==> config.mk <==
export PLATFORM = sky130hd
export DESIGN_NAME = dma_chan_regfile
export DESIGN_NICKNAME = d
export VERILOG_FILES = /design/src/rtl/dcr_pkg.sv /design/src/rtl/dcr_bitbank.sv /design/src/rtl/dcr_desc_addr.sv /design/src/rtl/dcr_irq_gate.sv /design/src/rtl/dma_chan_regfile.sv
export SDC_FILE = /design/constraint.sdc
export NUM_CORES = 1
export LEC_CHECK = 0
export CAP_MARGIN = 20
export CORE_MARGIN = 5
export CORE_UTILIZATION = 33
export DETAILED_ROUTE_END_ITERATION = 12
export GPL_ROUTABILITY_DRIVEN = 0
export PLACE_DENSITY = 0.68
export SYNTH_ARGS = -nofsm -noshare
export SYNTH_HDL_FRONTEND = slang
export SYNTH_SLANG_ARGS = --single-unit
export TNS_END_PERCENT = 1
==> constraint.sdc <==
create_clock -name clk -period 1.2 [get_ports clk]
set_input_delay 0.24 -clock clk [delete_from_list [all_inputs] [get_ports clk]]
set_output_delay 0.24 -clock clk [all_outputs]
set_load 0.05 [all_outputs]
==> src/rtl/dcr_pkg.sv <==
package dcr_pkg;

    typedef enum logic [2:0] {
        REG_CTRL    = 3'd0,
        REG_BASE    = 3'd1,
        REG_STAT    = 3'd2,
        REG_EN_SET  = 3'd3,
        REG_EN_CLR  = 3'd4,
        REG_ALT_SET = 3'd5,
        REG_ALT_CLR = 3'd6,
        REG_SWREQ   = 3'd7
    } dcr_reg_e;

    typedef struct packed {
        logic        master_en;
        logic [2:0]  prot;
        logic [31:0] base;
        logic        align_err;
        logic [31:0] rdata;
    } dcr_state_t;

endpackage

==> src/rtl/dcr_bitbank.sv <==
module dcr_bitbank #(
    parameter int N = 4
) (
    input  logic         clk,
    input  logic         rst_n,
    input  logic [N-1:0] set_i,
    input  logic [N-1:0] clr_i,
    output logic [N-1:0] bits_o
);
    logic [N-1:0] bits_d, bits_q;

    always_comb begin
        bits_d = (bits_q | set_i) & ~clr_i;
    end

    always_ff @(posedge clk or negedge rst_n) begin
        if (!rst_n) bits_q <= '0;
        else        bits_q <= bits_d;
    end

    assign bits_o = bits_q;

    AST_SET_TAKES: assert property (@(posedge clk) disable iff (!rst_n)
        ((set_i != '0) && (clr_i == '0)) |=> ((bits_o & $past(set_i)) == $past(set_i)));
    AST_CLR_TAKES: assert property (@(posedge clk) disable iff (!rst_n)
        (clr_i != '0) |=> ((bits_o & $past(clr_i)) == '0));
    AST_UNTOUCHED: assert property (@(posedge clk) disable iff (!rst_n)
        ((set_i == '0) && (clr_i == '0)) |=> $stable(bits_o));
endmodule

==> src/rtl/dcr_desc_addr.sv <==
module dcr_desc_addr #(
    parameter int NCH        = 4,
    parameter int ADDR_W     = 32,
    parameter int DESC_BYTES = 16
) (
    input  logic [ADDR_W-1:0]     base_i,
    input  logic [NCH-1:0]        alt_i,
    output logic [NCH*ADDR_W-1:0] addr_o
);
    localparam int BANK_BYTES = NCH * DESC_BYTES;

    for (genvar ch = 0; ch < NCH; ch++) begin : g_ch
        logic [ADDR_W-1:0] bank_ofs;
        always_comb begin
            bank_ofs = alt_i[ch] ? ADDR_W'(BANK_BYTES) : '0;
            addr_o[ch*ADDR_W +: ADDR_W] = base_i + bank_ofs + ADDR_W'(ch * DESC_BYTES);
        end
    end
endmodule

==> src/rtl/dcr_irq_gate.sv <==
module dcr_irq_gate #(
    parameter int NCH = 4
) (
    input  logic           clk,
    input  logic           rst_n,
    input  logic [NCH-1:0] en_i,
    input  logic [NCH-1:0] done_i,
    input  logic [NCH-1:0] active_i,
    output logic [NCH-1:0] irq_done_o,
    output logic [NCH-1:0] irq_active_o
);
    logic [NCH-1:0] done_d, done_q, act_d, act_q;

    always_comb begin
        done_d = done_i & en_i;
        act_d  = active_i & en_i;
    end

    always_ff @(posedge clk or negedge rst_n) begin
        if (!rst_n) begin
            done_q <= '0;
            act_q  <= '0;
        end else begin
            done_q <= done_d;
            act_q  <= act_d;
        end
    end

    assign irq_done_o   = done_q;
    assign irq_active_o = act_q;

    AST_IRQ_DONE_GATED: assert property (@(posedge clk) disable iff (!rst_n)
        1'b1 |=> ((irq_done_o & ~$past(en_i)) == '0));
    AST_IRQ_ACT_GATED: assert property (@(posedge clk) disable iff (!rst_n)
        1'b1 |=> ((irq_active_o & ~$past(en_i)) == '0));
endmodule

==> src/rtl/dma_chan_regfile.sv <==
module dma_chan_regfile
    import dcr_pkg::*;
#(
    parameter int NCH        = 4,
    parameter int DESC_BYTES = 16,
    parameter int STATE_W    = 4
) (
    input  logic              clk,
    input  logic              rst_n,
    input  logic              bus_wen_i,
    input  logic              bus_ren_i,
    input  logic [2:0]        bus_addr_i,
    input  logic [31:0]       bus_wdata_i,
    output logic [31:0]       bus_rdata_o,
    output logic              master_en_o,
    output logic [2:0]        prot_o,
    output logic [NCH-1:0]    chan_en_o,
    output logic [NCH-1:0]    chan_alt_o,
    output logic [NCH*32-1:0] desc_addr_o,
    output logic [NCH-1:0]    req_pulse_o,
    input  logic [STATE_W-1:0] eng_state_i,
    input  logic [NCH-1:0]    eng_done_i,
    input  logic [NCH-1:0]    eng_active_i,
    output logic [NCH-1:0]    irq_done_o,
    output logic [NCH-1:0]    irq_active_o
);
    localparam int ALIGN_BITS = $clog2(2 * NCH * DESC_BYTES);
    localparam int PROT_LSB   = 4;
    localparam int FLAG_BIT   = 8;

    dcr_state_t     st_d, st_q;
    logic [NCH-1:0] req_d, req_q;
    logic [NCH-1:0] en_set, en_clr, alt_set, alt_clr;
    logic [NCH-1:0] en_bits, alt_bits;

    function automatic logic hit(input dcr_reg_e r);
        return bus_wen_i && (bus_addr_i == r);
    endfunction

    always_comb begin
        en_set  = hit(REG_EN_SET)  ? bus_wdata_i[NCH-1:0] : '0;
        en_clr  = hit(REG_EN_CLR)  ? bus_wdata_i[NCH-1:0] : '0;
        alt_set = hit(REG_ALT_SET) ? bus_wdata_i[NCH-1:0] : '0;
        alt_clr = hit(REG_ALT_CLR) ? bus_wdata_i[NCH-1:0] : '0;
    end

    always_comb begin
        st_d  = st_q;
        req_d = '0;
        if (hit(REG_CTRL)) begin
            st_d.master_en = bus_wdata_i[0];
            st_d.prot      = bus_wdata_i[PROT_LSB +: 3];
        end
        if (hit(REG_BASE)) begin
            st_d.base = {bus_wdata_i[31:ALIGN_BITS], {ALIGN_BITS{1'b0}}};
            if (bus_wdata_i[ALIGN_BITS-1:0] != '0) st_d.align_err = 1'b1;
        end
        if (hit(REG_STAT) && bus_wdata_i[FLAG_BIT]) st_d.align_err = 1'b0;
        if (hit(REG_SWREQ) && st_q.master_en) req_d = bus_wdata_i[NCH-1:0];
        if (bus_ren_i) begin
            case (dcr_reg_e'(bus_addr_i))
                REG_CTRL:    st_d.rdata = 32'(st_q.master_en) | (32'(st_q.prot) << PROT_LSB);
                REG_BASE:    st_d.rdata = st_q.base;
                REG_STAT:    st_d.rdata = 32'(eng_state_i) | (32'(st_q.align_err) << FLAG_BIT);
                REG_EN_SET:  st_d.rdata = 32'(en_bits);
                REG_ALT_SET: st_d.rdata = 32'(alt_bits);
                default:     st_d.rdata = '0;
            endcase
        end
    end

    always_ff @(posedge clk or negedge rst_n) begin
        if (!rst_n) begin
            st_q  <= '0;
            req_q <= '0;
        end else begin
            st_q  <= st_d;
            req_q <= req_d;
        end
    end

    dcr_bitbank #(.N(NCH)) u_en_bank (
        .clk(clk), .rst_n(rst_n), .set_i(en_set), .clr_i(en_clr), .bits_o(en_bits)
    );

    dcr_bitbank #(.N(NCH)) u_alt_bank (
        .clk(clk), .rst_n(rst_n), .set_i(alt_set), .clr_i(alt_clr), .bits_o(alt_bits)
    );

    dcr_desc_addr #(.NCH(NCH), .ADDR_W(32), .DESC_BYTES(DESC_BYTES)) u_addr (
        .base_i(st_q.base), .alt_i(alt_bits), .addr_o(desc_addr_o)
    );

    dcr_irq_gate #(.NCH(NCH)) u_irq (
        .clk(clk), .rst_n(rst_n), .en_i(en_bits), .done_i(eng_done_i),
        .active_i(eng_active_i), .irq_done_o(irq_done_o), .irq_active_o(irq_active_o)
    );

    assign bus_rdata_o = st_q.rdata;
    assign master_en_o = st_q.master_en;
    assign prot_o      = st_q.prot;
    assign chan_en_o   = en_bits;
    assign chan_alt_o  = alt_bits;
    assign req_pulse_o = req_q;

    AST_REQ_MASKED: assert property (@(posedge clk) disable iff (!rst_n)
        (req_pulse_o != '0) |-> $past(master_en_o));
    AST_REQ_FROM_WRITE: assert property (@(posedge clk) disable iff (!rst_n)
        (req_pulse_o != '0) |-> $past(bus_wen_i && (bus_addr_i == REG_SWREQ)));
    AST_ALIGN_FLAG: assert property (@(posedge clk) disable iff (!rst_n)
        (bus_wen_i && (bus_addr_i == REG_BASE) && (bus_wdata_i[ALIGN_BITS-1:0] != '0))
        |=> st_q.align_err);
    AST_DESC_ALIGNED: assert property (@(posedge clk) disable iff (!rst_n)
        !chan_alt_o[0] |-> (desc_addr_o[ALIGN_BITS-1:0] == '0));
    AST_RDATA_HOLD: assert property (@(posedge clk) disable iff (!rst_n)
        !bus_ren_i |=> $stable(bus_rdata_o));
endmodule

==> impl_metrics.toml, run 1 <==
[outcome]
outcome = "finished, violations left"
violations = "negative setup slack"

[place]
post-dp-hpwl_mm = 9.65
numPortBuffers = 210
dp_cells = 727

[drt]
drtAntennaViolNets = 0
drt_iter0_markers = 126
dr.pass1.iters = 4
wl_mm = 12.2
wl_per_cell_um = 16.3
drcViolationCount = 0
viasPerCell = 4.29
via_count = 3214

[power]
ir_drop_v = 0.000902
p_leak_uw = 0.00359
power_uw = 15000
p_per_area_mw_per_mm2 = 1830

[layout]
multi_input_area_mm2 = 0.00125
fin_nets = 615
area_growth_pct = 75.1
fill_cells = 1079
final_common_cell = "buf_12"
layout_common_cells = "buf_12 (166), dfrtp_1 (53), clkdlybuf4s50_1 (44)"
drive_gt1_frac = 0.503
antennaDiodeCount = 0
regArea_mm2 = 0.00209
final_cells = 749

[clocking]
cts_sinks = 82
clock_path_buffers = 2
cts_inserted_buffers = 9
cts_max_level = 3
clock_latency_ns = 0.34
cts_tree = "yes"
ctsRootBufferMaster = "clkbuf_16"
clkSlewWorstSetupHoldPaths_ns = 0.06

[logic_synthesis]
netlist_instances = 461
ys_seq_elements = 82
netlist_area_mm2 = 0.00468
synthAdderAreaFrac = 0
synth_compound_area_frac = 0.0695
yosys-mux-area-fraction = 0.0955
synth_top_family_by_area = "buffers and inverters"
yosys.area_share.simple = 0.0759
synth_xor_area_frac = 0
ys_types = 34
ys.warnings.count = 0
seq_area_frac_synth = 0.439
syn_area_per_cell_um2 = 10.2

[critical_path]
startpoint_type = "flip-flop"
arrival_ns = 1.04
ff2ff_setup_slack_ns = 0.07
cp-endpoint = "desc_addr_o[22]"
path_cells = "buf_12"
crit_buf_inv = 1
cp.depth = 1
crit_type = "reg2out"
worstPathRequired_ns = 0.96
cpMaxStageDelayCell = "dfrtp_2"
cp_top_family = "flip-flops"
worstPathMaxFanout = 6
end_kind = "output pin"
crit_start = "st_q[55]$_DFFE_PN0P_"
critical_path.max_stage_delay_ns = 0.52
r2r_start = "master_en_o$_DFFE_PN0P_"
timing.rr.end = "bus_rdata_o[0]$_DFFE_PN0P_"
reg2reg_depth = 3

[global_routing]
grt_pass1_vias = 3398
gr-usage-all-layers = 0.147
overflow = 0
grt_antenna_before_repair = 0
grt_pass1_wl_mm = 18.9
grt_max_degree = 83

[die]
die_w_um = 129
start_util = 0.337
die-area_mm2 = 0.0167
die_h_um = 129
core_mm2 = 0.0139
rows = 43
io_pins = 235

[flow_run]
maxCapViolCount = 0

[timing]
hold_violations = 0
slew_viol_final = 0
fin_ws_ns = -0.0798
fin_crit_sh = 1.07
clock.fmax_mhz = 781
fin_crit_ns = 1.28
rsz0062_at_grt = "true"
fin_skew_ns = 0.00602
setup_violations = 113

[hold_path]
hold_path.class = "in2reg"
## metal layers
layer,GRT usage,up-vias,wire length (um)
met5,0,-,0
met1,0.166,1552,4490
met4,0.0506,0,191
li1,-,1501,-
met3,0.0462,20,974
met2,0.261,141,6580
## sequential cells by signal, summed over array words and instances, names as in the netlist
name and cells:
prot_o 3, u_alt_bank.bits_o 4, u_irq.irq_done_o 4, req_pulse_o 4
st_q 26, u_irq.irq_active_o 4, master_en_o 1, u_en_bank.bits_o 4
bus_rdata_o 32
## final cells by class
cell class / count / area share
Clock inverter: 7 / 0.0142
Tap cell: 180 / 0.0275
Timing Repair Buffer: 250 / 0.506
Clock buffer: 9 / 0.0275
Inverter: 37 / 0.0170
Sequential cell: 82 / 0.255
Multi-Input combinational cell: 184 / 0.153
## metrics by stage
stage,utilization,setup TNS (ns),hold WS [ns],area [um2],setup slack [ns]
2_1_floorplan,-,-2.65,-0.0556,4780,-0.108
3_3_place_gp,0.552,-38.05,0.297,7660,-0.585
3_5_place_dp,0.552,-39.72,0.305,7660,-0.634
4_1_cts,0.590,-9.19,0.382,8180,-0.111
5_1_grt,0.590,-11.59,0.419,8190,-0.120
6_report,0.590,-7.16,0.405,8190,-0.0798
## repair_timing
item,in CTS,in global routing
hold endpoints to repair,82,0
pin swaps,2,0
cloned,2,0
hold buffers,1,0
gates resized for setup,52,4
setup buffers,3,0
setup endpoints to repair,184,131
## Yosys cell counts (all sizes together)
| cell | number | area [um2] |
|---|---|---|
| buf | 177 | 1340 |
| dfrtp | 82 | 2050 |
| inv | 37 | 139 |
| o21ai | 36 | 180 |
| mux2 | 33 | 447 |
| nand2 | 27 | 101 |
| a21oi | 12 | 60.1 |
| and2 | 9 | 58.8 |
| nor3 | 6 | 30.0 |
| nand4 | 5 | 31.3 |
| nor2 | 5 | 18.8 |
| o22ai | 5 | 31.3 |
| nand3 | 4 | 20.0 |
| a22oi | 3 | 22.5 |
| clkbuf | 3 | 11.3 |
| and3b | 2 | 17.5 |
| and4b | 2 | 20.0 |
| conb | 2 | 7.51 |
| a211oi | 1 | 7.51 |
| a21boi | 1 | 7.51 |
| a2bb2oi | 1 | 8.76 |
| and2b | 1 | 7.51 |
| and3 | 1 | 6.26 |
| and4bb | 1 | 12.5 |
| nor2b | 1 | 6.26 |
| nor4 | 1 | 6.26 |
| nor4bb | 1 | 10.0 |
| o21a | 1 | 7.51 |
| or3b | 1 | 8.76 |
## report_power, final
| group | leakage [uW] | switching, uW | internal, uW | total (uW) |
|---|---|---|---|---|
| combinational | 0.00242 | 4070 | 3820 | 7890 |
| sequential | 0.00101 | 873 | 3120 | 3990 |
| clock | 0.000166 | 1120 | 2030 | 3150 |
| total | 0.00359 | 6060 | 8970 | 15000 |
## kinds of logic after synthesis
group,after synthesis
buf+inv,217
flops,82
other cells,2
compound gates,60
mux,33
simple gates,67
## worst min-delay path by stage
stage	from	endpoint	slack [ns]	depth (start not counted)
floorplan	rst_n	bus_rdata_o[0]$_DFFE_PN0P_	-0.06	0
finish	bus_addr_i[1]	bus_rdata_o[0]$_DFFE_PN0P_	0.41	4
global placement	rst_n	st_q[53]$_DFFE_PN0P_	0.30	2
global route	bus_addr_i[1]	st_q[32]$_DFFE_PN0P_	0.42	4
CTS	bus_addr_i[1]	bus_rdata_o[0]$_DFFE_PN0P_	0.38	4
detailed placement	rst_n	st_q[53]$_DFFE_PN0P_	0.30	2
Note: power is estimated with default switching activity, not from simulation.
==> run 2: changes to the inputs <==
--- a/config.mk
+++ b/config.mk
@@ -10,7 +10,7 @@
 export CORE_UTILIZATION = 33
 export DETAILED_ROUTE_END_ITERATION = 12
 export GPL_ROUTABILITY_DRIVEN = 0
-export PLACE_DENSITY = 0.68
+export PLACE_DENSITY_LB_ADDON = 0.25
 export SYNTH_ARGS = -nofsm -noshare
 export SYNTH_HDL_FRONTEND = slang
 export SYNTH_SLANG_ARGS = --single-unit
==> impl_metrics.toml, run 2 (synthesis gave the netlist of run 1 again) <==
[layout]
final_cells = 743
area_growth_pct = 74.4
largest_register_ff_count = 32
final_common_cell = "buf_12"
layout_common_cells = "buf_12 (166), dfrtp_1 (51), clkdlybuf4s50_1 (44)"
drive_gt1_frac = 0.498
utilization = 0.588
fin_nets = 608

[critical_path]
arrival_ns = 1.06
crit_buf_inv = 1
startpoint_type = "flip-flop"
timing.rr.end = "bus_rdata_o[0]$_DFFE_PN0P_"
end_kind = "output pin"
cp_top_family = "flip-flops"
path_cells = "buf_12"
ff2ff_setup_slack_ns = 0.08
cpMaxStageDelayCell = "dfrtp_2"
reg2reg_depth = 3
r2r_start = "master_en_o$_DFFE_PN0P_"
worstPathMaxFanout = 6
crit_type = "reg2out"
critical_path.max_stage_delay_ns = 0.54
worstPathRequired_ns = 0.96

[drt]
wl_per_cell_um = 16.8
viasPerCell = 4.34
drcViolationCount = 0
drtAntennaViolNets = 0
dr.pass1.iters = 4
via_count = 3227
wl_mm = 12.5
drt_iter0_markers = 195

[die]
die-area_mm2 = 0.0167
rows = 43
die_w_um = 129
start_util = 0.337
die_h_um = 129
io_pins = 235
core_mm2 = 0.0139

[clocking]
cts_inserted_buffers = 9
cts_tree = "yes"
clock_latency_ns = 0.34
cts_max_level = 3
clock_path_buffers = 2
ctsRootBufferMaster = "clkbuf_16"
clkSlewWorstSetupHoldPaths_ns = 0.06
cts_sinks = 82

[timing]
setup_tns_ns = -7.25
hold_slack_ns = 0.385
fin_crit_ns = 1.30
clock.fmax_mhz = 770
setup_violations = 113
rsz0062_at_grt = "true"
fin_ws_ns = -0.0991
fin_crit_sh = 1.08
hold_violations = 0
slew_viol_final = 0
fin_skew_ns = 0.00667

[hold_path]
hold_end = "st_q[32]$_DFFE_PN0P_"
hold_path.class = "in2reg"
min-delay-start = "bus_addr_i[1]"
hold_path_depth = 4

[outcome]
outcome = "finished, violations left"
violations = "negative setup slack"

[global_routing]
grt_antenna_before_repair = 0
overflow = 0
grt_max_degree = 42
grt_pass1_vias = 3249
grt_pass1_wl_mm = 18.6
gr-usage-all-layers = 0.145

[power]
p_per_area_mw_per_mm2 = 1840
p_leak_uw = 0.00357
ir_drop_v = 0.000666

[place]
post-dp-hpwl_mm = 9.58
numPortBuffers = 210
dp_cells = 720

[flow_run]
maxCapViolCount = 0
[run 2: cell types whose count changed in the layout (fill, tap and decap cells not counted), moves of 2 or more]
| cell | before | now |
|---|---|---|
| buf_4 | 24 | 17 |
| clkinv_4 | 0 | 2 |
| dfrtp_1 | 53 | 51 |
| dfrtp_2 | 29 | 31 |
[run 2: layout make-up]
class,count,area (um2)
inverter,37,139
tap,180,225
clock buffer,9,225
multi-input combinational,184,1250
antenna,1,2.50
sequential,82,2090
fill,1090,5720
timing repair buffer,243,4110
clock inverter,7,118
[run 2: power breakdown]
group          switching, uW  leakage (uW)  internal, uW  total [uW]
registers                892       0.00101          3120        4010
clock network           1120      0.000169          2030        3150
logic                   4050       0.00239          3820        7860
[run 2: worst max path at each step]
stage	start	to	slack [ns]	cells past startpoint
6_report	st_q[44]$_DFFE_PN0P_	desc_addr_o[107]	-0.1	1
5_1_grt	st_q[44]$_DFFE_PN0P_	desc_addr_o[107]	-0.14	1
4_1_cts	st_q[44]$_DFFE_PN0P_	desc_addr_o[107]	-0.13	1
3_5_place_dp	bus_addr_i[1]	st_q[40]$_DFFE_PN0P_	-0.60	4
3_3_place_gp	bus_addr_i[1]	st_q[64]$_DFFE_PN0P_	-0.57	4
2_1_floorplan	bus_addr_i[2]	st_q[44]$_DFFE_PN0P_	-0.11	5
[run 2: through the flow]
step	setup WS (ns)	power, uW	instance area (um2)
2_1_floorplan	-0.108	8590	4780
3_3_place_gp	-0.566	11800	7610
3_5_place_dp	-0.604	11900	7610
4_1_cts	-0.130	15200	8140
5_1_grt	-0.143	15500	8160
6_report	-0.0991	15000	8160
[run 2: timing repair]
action,in CTS,in global routing
endpoints found under the setup margin,182,167
resized for setup,47,8
hold endpoints to repair,82,0
pin swaps,2,1
buffers inserted,2,0
gates cloned,3,0
hold buffers,1,0
[run 2: layer usage]
| metal | part of all wire | track usage |
|---|---|---|
| met4 | 0.0082 | 0.0377 |
| met3 | 0.098 | 0.0573 |
| met2 | 0.51 | 0.250 |
| met1 | 0.38 | 0.169 |
| met5 | 0 | 0 |
